--- config.mk ---
export PLATFORM = sky130hd
export DESIGN_NAME = owm_master
export DESIGN_NICKNAME = d
export VERILOG_FILES = /design/src/rtl/owm_pkg.sv /design/src/rtl/owm_tick_gen.sv /design/src/rtl/owm_slot_engine.sv /design/src/rtl/owm_line_io.sv /design/src/rtl/owm_master.sv
export SDC_FILE = /design/constraint.sdc
export NUM_CORES = 1
export LEC_CHECK = 0
export ABC_AREA = 1
export BUFFER_PORTS_ARGS = -buffer_cell sky130_fd_sc_hd__buf_2
export CAP_MARGIN = 20
export CORE_MARGIN = 2
export CORE_UTILIZATION = 34
export CTS_BUF_LIST = sky130_fd_sc_hd__clkbuf_16
export CTS_CLUSTER_SIZE = 24
export DETAILED_ROUTE_END_ITERATION = 10
export GPL_TIMING_DRIVEN = 0
export SYNTH_ARGS = -nofsm -noshare
export SYNTH_HDL_FRONTEND = slang
export SYNTH_HIERARCHICAL = 1
export SYNTH_SLANG_ARGS = --single-unit
--- constraint.sdc ---
create_clock -name clk -period 2.2 [get_ports clk]
set_input_delay 0.11 -clock clk [delete_from_list [all_inputs] [get_ports clk]]
set_output_delay 0.11 -clock clk [all_outputs]
set_load 0.02 [all_outputs]
--- src/rtl/owm_pkg.sv ---
package owm_pkg;
  localparam int REG_W = 8;

  typedef enum logic [1:0] {
    OP_NONE  = 2'd0,
    OP_RESET = 2'd1,
    OP_WR0   = 2'd2,
    OP_WR1   = 2'd3
  } op_e;

  localparam int ADR_CTL  = 0;
  localparam int ADR_DIV  = 2;
  localparam int ADR_SRST = 4;

  localparam int BIT_RST  = 7;
  localparam int BIT_PRES = 6;
  localparam int BIT_WR0  = 5;
  localparam int BIT_WR1  = 4;
  localparam int BIT_RD   = 3;
endpackage

--- src/rtl/owm_tick_gen.sv ---
module owm_tick_gen #(
  parameter int DIV_W = 8
) (
  input  logic             clk,
  input  logic             rst_n,
  input  logic             clr,
  input  logic             restart,
  input  logic [DIV_W-1:0] div,
  output logic             tick
);
  logic [DIV_W-1:0] pc;

  assign tick = (pc == div);

  always_ff @(posedge clk or negedge rst_n) begin
    if (!rst_n) begin
      pc <= '0;
    end else if (clr || restart || tick) begin
      pc <= '0;
    end else begin
      pc <= pc + 1'b1;
    end
  end
endmodule

--- src/rtl/owm_slot_engine.sv ---
module owm_slot_engine
  import owm_pkg::*;
#(
  parameter int RST_LOW_US = 511,
  parameter int RST_ALL_US = 1023,
  parameter int PRES_DLY_US = 70,
  parameter int WR1_LOW_US = 6,
  parameter int RD_AT_US = 15,
  parameter int WR0_LOW_US = 60,
  parameter int SLOT_US = 65
) (
  input  logic clk,
  input  logic rst_n,
  input  logic clr,
  input  logic start,
  input  op_e  start_op,
  input  logic tick,
  input  logic line_lvl,
  output logic busy,
  output op_e  op,
  output logic drive_low,
  output logic smp_valid,
  output logic smp_val
);
  localparam int CNT_W = $clog2(RST_ALL_US + 1);
  localparam logic [CNT_W-1:0] K_RST_LOW = CNT_W'(RST_LOW_US);
  localparam logic [CNT_W-1:0] K_RST_END = CNT_W'(RST_ALL_US - 1);
  localparam logic [CNT_W-1:0] K_PRES_AT = CNT_W'(RST_LOW_US + PRES_DLY_US);
  localparam logic [CNT_W-1:0] K_WR1_LOW = CNT_W'(WR1_LOW_US);
  localparam logic [CNT_W-1:0] K_RD_AT   = CNT_W'(RD_AT_US);
  localparam logic [CNT_W-1:0] K_WR0_LOW = CNT_W'(WR0_LOW_US);
  localparam logic [CNT_W-1:0] K_SLOT_END = CNT_W'(SLOT_US - 1);

  logic [CNT_W-1:0] cnt;
  logic [CNT_W-1:0] low_len, end_pt, smp_pt;
  logic             smp_en;

  assign busy = (op != OP_NONE);

  always_comb begin
    low_len = '0;
    end_pt  = K_SLOT_END;
    smp_pt  = '0;
    smp_en  = 1'b0;
    case (op)
      OP_RESET: begin
        low_len = K_RST_LOW;
        end_pt  = K_RST_END;
        smp_pt  = K_PRES_AT;
        smp_en  = 1'b1;
      end
      OP_WR0: low_len = K_WR0_LOW;
      OP_WR1: begin
        low_len = K_WR1_LOW;
        smp_pt  = K_RD_AT;
        smp_en  = 1'b1;
      end
      default: ;
    endcase
  end

  always_ff @(posedge clk or negedge rst_n) begin
    if (!rst_n) begin
      op  <= OP_NONE;
      cnt <= '0;
    end else if (clr) begin
      op  <= OP_NONE;
      cnt <= '0;
    end else if (!busy) begin
      if (start) begin
        op  <= start_op;
        cnt <= '0;
      end
    end else if (tick) begin
      if (cnt == end_pt) begin
        op  <= OP_NONE;
        cnt <= '0;
      end else begin
        cnt <= cnt + 1'b1;
      end
    end
  end

  assign drive_low = busy && (cnt < low_len);
  assign smp_valid = busy && tick && smp_en && (cnt == smp_pt);
  assign smp_val   = line_lvl;
endmodule

--- src/rtl/owm_line_io.sv ---
module owm_line_io #(
  parameter int SYNC_STAGES = 2
) (
  input  logic clk,
  input  logic rst_n,
  input  logic clr,
  input  logic drive_low_d,
  input  logic line_in,
  output logic line_drive_low,
  output logic line_lvl
);
  logic [SYNC_STAGES-1:0] sh;

  generate
    if (SYNC_STAGES == 1) begin : g_one
      always_ff @(posedge clk or negedge rst_n) begin
        if (!rst_n) sh <= '1;
        else        sh <= line_in;
      end
    end else begin : g_many
      always_ff @(posedge clk or negedge rst_n) begin
        if (!rst_n) sh <= '1;
        else        sh <= {sh[SYNC_STAGES-2:0], line_in};
      end
    end
  endgenerate

  assign line_lvl = sh[SYNC_STAGES-1];

  always_ff @(posedge clk or negedge rst_n) begin
    if (!rst_n)   line_drive_low <= 1'b0;
    else if (clr) line_drive_low <= 1'b0;
    else          line_drive_low <= drive_low_d;
  end
endmodule

--- src/rtl/owm_master.sv ---
module owm_master
  import owm_pkg::*;
#(
  parameter int ADDR_W = 3,
  parameter int DIV_W = 8,
  parameter int DIV_INIT = 99,
  parameter int SYNC_STAGES = 2
) (
  input  logic              clk,
  input  logic              rst_n,
  input  logic              reg_wr,
  input  logic [ADDR_W-1:0] reg_addr,
  input  logic [REG_W-1:0]  reg_wdata,
  output logic [REG_W-1:0]  reg_rdata,
  output logic              line_drive_low,
  input  logic              line_in
);
  logic [DIV_W-1:0] div_q;
  logic             srst_q, pres_q, rdst_q;
  logic             wr_ctl, start, tick, busy, drive_d, line_lvl;
  logic             smp_valid, smp_val;
  op_e              start_op, eng_op;
  logic [REG_W-1:0] ctl_byte;

  assign wr_ctl = reg_wr && (reg_addr == ADDR_W'(ADR_CTL));

  always_comb begin
    if (reg_wdata[BIT_RST])      start_op = OP_RESET;
    else if (reg_wdata[BIT_WR0]) start_op = OP_WR0;
    else if (reg_wdata[BIT_WR1]) start_op = OP_WR1;
    else                         start_op = OP_NONE;
  end

  assign start = wr_ctl && !busy && !srst_q && (start_op != OP_NONE);

  always_ff @(posedge clk or negedge rst_n) begin
    if (!rst_n) begin
      div_q  <= DIV_W'(DIV_INIT);
      srst_q <= 1'b0;
    end else if (reg_wr) begin
      if (reg_addr == ADDR_W'(ADR_DIV))  div_q  <= reg_wdata[DIV_W-1:0];
      if (reg_addr == ADDR_W'(ADR_SRST)) srst_q <= reg_wdata[0];
    end
  end

  always_ff @(posedge clk or negedge rst_n) begin
    if (!rst_n) begin
      pres_q <= 1'b0;
      rdst_q <= 1'b0;
    end else if (srst_q) begin
      pres_q <= 1'b0;
      rdst_q <= 1'b0;
    end else if (start) begin
      if (start_op == OP_RESET) pres_q <= 1'b0;
      if (start_op == OP_WR1)   rdst_q <= 1'b0;
    end else if (smp_valid) begin
      if (eng_op == OP_RESET) pres_q <= ~smp_val;
      if (eng_op == OP_WR1)   rdst_q <= smp_val;
    end
  end

  owm_tick_gen #(.DIV_W(DIV_W)) u_tick (
    .clk(clk), .rst_n(rst_n), .clr(srst_q), .restart(start),
    .div(div_q), .tick(tick)
  );

  owm_slot_engine u_eng (
    .clk(clk), .rst_n(rst_n), .clr(srst_q), .start(start),
    .start_op(start_op), .tick(tick), .line_lvl(line_lvl),
    .busy(busy), .op(eng_op), .drive_low(drive_d),
    .smp_valid(smp_valid), .smp_val(smp_val)
  );

  owm_line_io #(.SYNC_STAGES(SYNC_STAGES)) u_io (
    .clk(clk), .rst_n(rst_n), .clr(srst_q), .drive_low_d(drive_d),
    .line_in(line_in), .line_drive_low(line_drive_low), .line_lvl(line_lvl)
  );

  always_comb begin
    ctl_byte           = '0;
    ctl_byte[BIT_RST]  = (eng_op == OP_RESET);
    ctl_byte[BIT_PRES] = pres_q;
    ctl_byte[BIT_WR0]  = (eng_op == OP_WR0);
    ctl_byte[BIT_WR1]  = (eng_op == OP_WR1);
    ctl_byte[BIT_RD]   = rdst_q;
  end

  always_comb begin
    if (reg_addr == ADDR_W'(ADR_CTL))       reg_rdata = ctl_byte;
    else if (reg_addr == ADDR_W'(ADR_DIV))  reg_rdata = REG_W'(div_q);
    else if (reg_addr == ADDR_W'(ADR_SRST)) reg_rdata = REG_W'(srst_q);
    else                                    reg_rdata = '0;
  end
endmodule

# Word-level counts from Yosys, hierarchy flattened
# Cells that the tools add are included.
[classes]
muxes = 32
bitwise_logic = 1
n_eq_ne = 14
n_addsub = 2
reduce_logical = 26
n_lt_le_gt_ge = 1
[ops]
columns = ["operator", "count"]
rows = [
  ["$mux 10", 6],
  ["$pmux 9 s3", 1],
  ["$mux 8", 3],
  ["$eq 10x10->1", 2],
  ["$pmux 10 s2", 1],
  ["$mux 2", 8],
  ["$mux 1", 13],
  ["$reduce_bool 3->1", 4],
  ["$add 10x1->10 const B", 1],
  ["$lt 10x9->1", 1],
  ["$ne 3x3->1 const B", 3],
  ["$reduce_and 3->1", 3],
  ["$add 8x1->8 const B", 1],
  ["$eq 8x8->1", 1],
  ["$logic_and 1x1->1", 8],
  ["$eq 2x2->1 const B", 3],
  ["$reduce_and 2->1", 3],
  ["$eq 2x1->1 const B", 2],
  ["$reduce_bool 2->1", 2],
  ["$eq 3x2->1 const B", 1],
  ["$eq 3x3->1 const B", 1],
  ["$logic_not 3->1", 1],
  ["$ne 3x2->1 const B", 1],
  ["$logic_not 1->1", 2],
  ["other kinds (3)", 4],
]
[totals]
ff_bits = 34
inputBits = 15
out_inout_bits = 9
word_cells = 85

# Depth between registers and ports, before layout
[depth]
word_depth = 8
mapped_depth = 16
ltp_nobuf = 16

# Modules after synthesis
# Netlist, hierarchy kept.
[modules_own_cells]
columns = ["mod", "seq_area_each_um2", "cells_per_inst", "n_inst", "area_per_inst_um2"]
rows = [
  ["owm_slot_engine", 300.3, 140, 1, 999.7],
  ["owm_master", 280.3, 79, 1, 679.4],
  ["owm_tick_gen", 200.2, 71, 1, 514.2],
  ["owm_line_io", 77.6, 5, 1, 87.6],
]

# Worst setup path after synthesis
# Ideal clock, no wire load.
[synth_path]
kind = "reg-to-reg"
from = "reg u_eng.op[0]"
to = "reg u_eng.cnt[9]"
setup_time_ns = 0.117
n_path_buf = 0
synth_period_minus_slack_ns = 1.954
slack_ns = 0.246
stages_incl_launch_ff = 14
arrival_time_ns = 1.837
required_ns = 2.083
path_cell_list = "dfrtp_1 inv_1 ha_1 inv_1 nor2_1 nand3_2 inv_1 inv_1 nand3_1 nand2_2 nor2_4 nand4_1 nor2_1 nor2_1"
[synth_between]
elab_chain_len = 7
word_cells_on_any_way = 15
classes_between = "3 x eq/ne; 5 x mux; 7 x reduce/logical"
[synth_rtl]
columns = ["item", "line_no", "source"]
rows = [
  ["start, declared", "owm_slot_engine.sv:20", "output op_e op,"],
  ["start signal, assigned", "owm_slot_engine.sv:71", "op <= start_op;"],
  ["$reduce_bool 2->1", "owm_slot_engine.sv:38", "assign busy = (op != OP_NONE);"],
  ["named net busy", "owm_master.sv:20", "logic wr_ctl, start, tick, busy, drive_d, line_lvl;"],
  ["$logic_not 1->1", "n/a", ""],
  ["$logic_and 1x1->1 (3 in series)", "owm_master.sv:34", "assign start = wr_ctl && !busy && !srst_q && (start_op != OP_NONE);"],
  ["named net start", "owm_master.sv:20", ""],
  ["$reduce_bool 3->1 (no source line)", "n/a", ""],
  ["$reduce_and 2->1 (no source line)", "n/a", ""],
  ["end signal, assigned", "owm_slot_engine.sv:79", "cnt <= cnt + 1'b1;"],
  ["end, declared", "owm_slot_engine.sv:34", "logic [CNT_W-1:0] cnt;"],
]
# The timed path passes the listed nets, and every way through them passes these cells. The select of a mux whose other input is x is not followed.
# A chain may end at the register's enable or synchronous reset.

# Worst setup path after layout
[layout_path]
from = "reg u_eng.op[1]"
to = "reg pres_q"
[layout_between]
elab_chain_len = 7
word_cells_on_any_way = 20
classes_between = "4 x eq/ne; 4 x mux; 12 x reduce/logical"
[layout_rtl]
columns = ["item", "line_no", "source"]
rows = [
  ["parallel branches: the longest is 4 deep, another holds $pmux 10 s2", "n/a", ""],
  ["$logic_and 1x1->1 *", "owm_slot_engine.sv:85", "assign smp_valid = busy && tick && smp_en && (cnt == smp_pt);"],
  ["named net smp_valid", "owm_master.sv:21", "logic smp_valid, smp_val;"],
  ["$reduce_bool 3->1 (no source line) *", "n/a", ""],
  ["$reduce_and 3->1 (no source line) *", "n/a", ""],
  ["end signal, assigned", "owm_master.sv:57", "if (eng_op == OP_RESET) pres_q <= ~smp_val;"],
  ["end, declared", "owm_master.sv:19", "logic srst_q, pres_q, rdst_q;"],
]
# Mark *: on every way through the listed nets, which the timed path passes.

==> impl_metrics.json <==
{
  "status": "complete, no violations",
  "syn_inst": 295,
  "synth_top_family_by_area": "simple AND/OR/NAND/NOR gates",
  "cpPeakStageDelay_ps": 440,
  "final_cells": 412,
  "hold_viol_final": 0,
  "grt_pass1_wl_um": 8360,
  "cpLargestDelayFamily": "simple AND/OR/NAND/NOR gates",
  "area_growth_pct": 21.2,
  "synth_seq_area_share_pct": 37.6,
  "rows": 29,
  "drc": 0,
  "cp_data_required_time_ps": 2360,
  "fin_area_sq_mm": 0.00276,
  "routed_wl_um": 4860,
  "cts_root_buf": "clkbuf_16",
  "clk_pin_slew_ps": 60,
  "fp.dieH_um": 85.9,
  "rsz0062_at_grt": "false",
  "max-slew-margin-rel_pct": 48.4,
  "dp.cells": 395,
  "vias": 1979,
  "period_share_pct": 93.7,
  "worstSkewPairLatency_ps": 270,
  "layout-drive-gt1-share_pct": 26.0,
  "powerDensity_mw_per_mm2": 980,
  "min_period_ps": 2060,
  "wl_per_cell_um": 11.8,
  "synth_mux_area_share_pct": 1.32,
  "grt.total_usage_pct": 14.2,
  "skew_ps": 7.58,
  "grt_antenna_before_repair": 0,
  "synth_nets": 323,
  "worst_path_max_delay_cell": "dfrtp_2",
  "grt_max_degree": 35,
  "grt-ovfl-total": 0,
  "fin_nets": 362,
  "gp_congestion": 0.884,
  "ioPinCount": 24,
  "yosys_warnings": 6,
  "synthXorXnorAreaFrac_pct": 4.61,
  "cap_violations": 0,
  "core_sq_mm": 0.00642,
  "setup_ws_ps": 140,
  "dieWidth_um": 85.9,
  "cp-end-kind": "flip-flop",
  "synth_compound_area_share_pct": 8.72,
  "start_util_pct": 35.5,
  "max_freq_ghz": 0.485,
  "path_buf_inv": 3,
  "ir_worst_vdd_mv": 0.332,
  "hold_slack_ps": 66.1,
  "path_cells": "inv_2 -> ha_4 -> inv_2 -> ha_1 -> inv_1 -> nor4_2 -> o21ai_1 -> nor2_1 -> nand3_1 -> nand3_1 -> nand2_1 -> nand2_1 -> nand2_1",
  "cts_tree": "built",
  "cts_buffers": 5,
  "cp.arrival_ps": 2220,
  "setup-tns-final_ps": 0,
  "synth.avg_cell_area_sq_um": 7.73,
  "num-fill-cells": 636,
  "slew_viol_final": 0,
  "detailed_place_hpwl_um": 3670,
  "drt_iter0_markers": 177,
  "htreeDepth": 2,
  "cts.sink_count": 34,
  "worst_pin_slew_ps": 774,
  "vias_per_cell": 4.80,
  "ys_types": 33,
  "cp-start-kind": "flip-flop",
  "synthesis.area_sq_mm": 0.00228,
  "path_class": "reg2reg",
  "crit_fanout": 8,
  "diodes": 0,
  "firstDrtPassIters": 4,
  "synthSimpleGateAreaFrac_pct": 32.5,
  "io_buffer_count": 23,
  "synth_adder_area_share_pct": 7.13,
  "final_antenna_net_count": 0,
  "dieArea_sq_mm": 0.00738,
  "pre_cts_ws_ps": -169,
  "setup_viol": 0,
  "cpMostUsedCell": "nand2_1",
  "synth-seq-cells": 34,
  "placed_area_sq_mm": 0.00249,
  "max-clock-path-buffers": 2,
  "first_global_vias": 1834,
  "hold_path.class": "in2reg",
  "p_leak_nw": 1.40
}
-- timing repair --
action                                 4_1_cts  5_1_grt
hold buffers                                 2        0
gates resized for setup                      5       13
pin swaps                                    0        4
setup buffers                                0        7
cloned                                       0        0
setup endpoints to repair                   14       14
endpoints found under the hold margin       29        0
-- logic make-up after synthesis --
family	count (synthesis)
xor+xnor	12
buf+inv	46
flops	34
compound gates	29
fa+ha+maj	13
simple gates	159
mux	2
-- power breakdown --
part           internal [mW]  switching (mW)  total [mW]
clock                  0.414           0.252       0.667
combinational          0.451           0.676        1.13
sequential             0.760           0.154       0.914
-- stage by stage --
step / power, mW / utilization [%]
3_3_place_gp: 1.87 / 38.8
5_1_grt: 2.95 / 43.0
4_1_cts: 2.62 / 41.6
6_report: 2.71 / 43.0
3_5_place_dp: 1.90 / 38.8
2_1_floorplan: 1.65 / -
-- final cells by class --
class | count | area (sq um) | area share [%]
inverters | 44 | 168 | 6.07
flip-flops and latches | 34 | 861 | 31.1
repair buffers | 32 | 188 | 6.79
clock inverters | 3 | 17.5 | 0.634
plain buffers | 2 | 18.8 | 0.679
well taps | 77 | 96.3 | 3.49
multi-input cells | 215 | 1290 | 46.7
clock buffers | 5 | 125 | 4.53
-- Yosys cell counts --
cell | count | share of area (%)
buf_6 | 1 | 0.49
mux2_4 | 2 | 1.3
nand3_2 | 2 | 0.88
a22oi_1 | 1 | 0.33
dfstp_2 | 6 | 6.9
o21ai_2 | 4 | 1.5
nand2_1 | 73 | 12
nor3_2 | 2 | 0.88
o21bai_1 | 2 | 0.66
nor4_1 | 1 | 0.27
nor2_1 | 40 | 6.6
a22o_1 | 3 | 1.2
buf_4 | 1 | 0.33
ha_1 | 13 | 7.1
xnor2_1 | 6 | 2.3
a21oi_1 | 5 | 1.1
nand4_1 | 3 | 0.82
inv_2 | 3 | 0.49
inv_1 | 41 | 6.7
xor2_1 | 6 | 2.3
nand2_2 | 5 | 1.4
dfrtp_1 | 28 | 31
a21oi_2 | 2 | 0.77
nand3b_1 | 2 | 0.66
o211ai_1 | 1 | 0.33
a32o_1 | 2 | 0.88
nor3_1 | 2 | 0.44
nand3_1 | 20 | 4.4
nor2_4 | 2 | 0.99
o21ai_0 | 9 | 2.0
nand2_4 | 2 | 0.99
nor2_2 | 3 | 0.82
nor3_4 | 2 | 1.4
-- state kept, by name (all words and copies together), names as in the netlist --
| signal | cells |
|---|---|
| div_q | 8 |
| u_eng/cnt | 10 |
| u_eng/op | 2 |
| u_io/line_drive_low | 1 |
| u_tick/pc | 8 |
| srst_q | 1 |
| pres_q | 1 |
| rdst_q | 1 |
| u_io/sh | 2 |
-- per-layer routing --
metal	vias to the layer above	part of all wire (%)	global-route usage, %
met5	-	0	0
li1	1019	-	-
met4	0	1.4	5.19
met3	6	4.4	2.21
met2	47	43	20.8
met1	907	51	21.0
-- final timing paths --
path / startpoint / endpoint / slack [ps] / cells after the start
setup / recovery: u_eng/op[1] / pres_q / 140 / 13
hold / removal: reg_wdata[6] / div_q[6] / 70 / 2
setup reg to reg: u_eng/op[1] / pres_q / 140 / 13
hold reg to reg: u_io/sh[0] / u_io/sh[1] / 350 / 0
max in group asynchronous: rst_n / u_eng/op[0] / 1200 / 2
min in group asynchronous: rst_n / u_eng/cnt[6] / 440 / 2
-- worst reg2reg max path, delay by kind of cell, from the launching register on --
family | cells | cell delay [ps]
adder cells (fa/ha/maj) | 2 | 420
flip-flops | 1 | 440
AO/OA/AOI/OAI | 1 | 100
AND/OR/NAND/NOR | 7 | 760
buffers and inverters | 3 | 240
-- cells in the final DEF, fill, tap and decap left out, drive strengths merged --
master	netlist	final
dfstp	6	6
nand2	80	80
a32o	2	2
nand4	3	3
o21bai	2	2
dlygate4sd3	0	2
a21oi	7	7
xor2	6	6
clkbuf	0	5
nand3b	2	2
mux2	2	2
a22oi	1	1
xnor2	6	6
o21ai	13	13
a22o	3	3
inv	44	45
ha	13	13
nand3	22	22
buf	2	32
nor4	1	1
nor2	45	45
nor3	6	6
dfrtp	28	28
o211ai	1	1
clkinv	0	2
(Power assumes the default switching activity.)
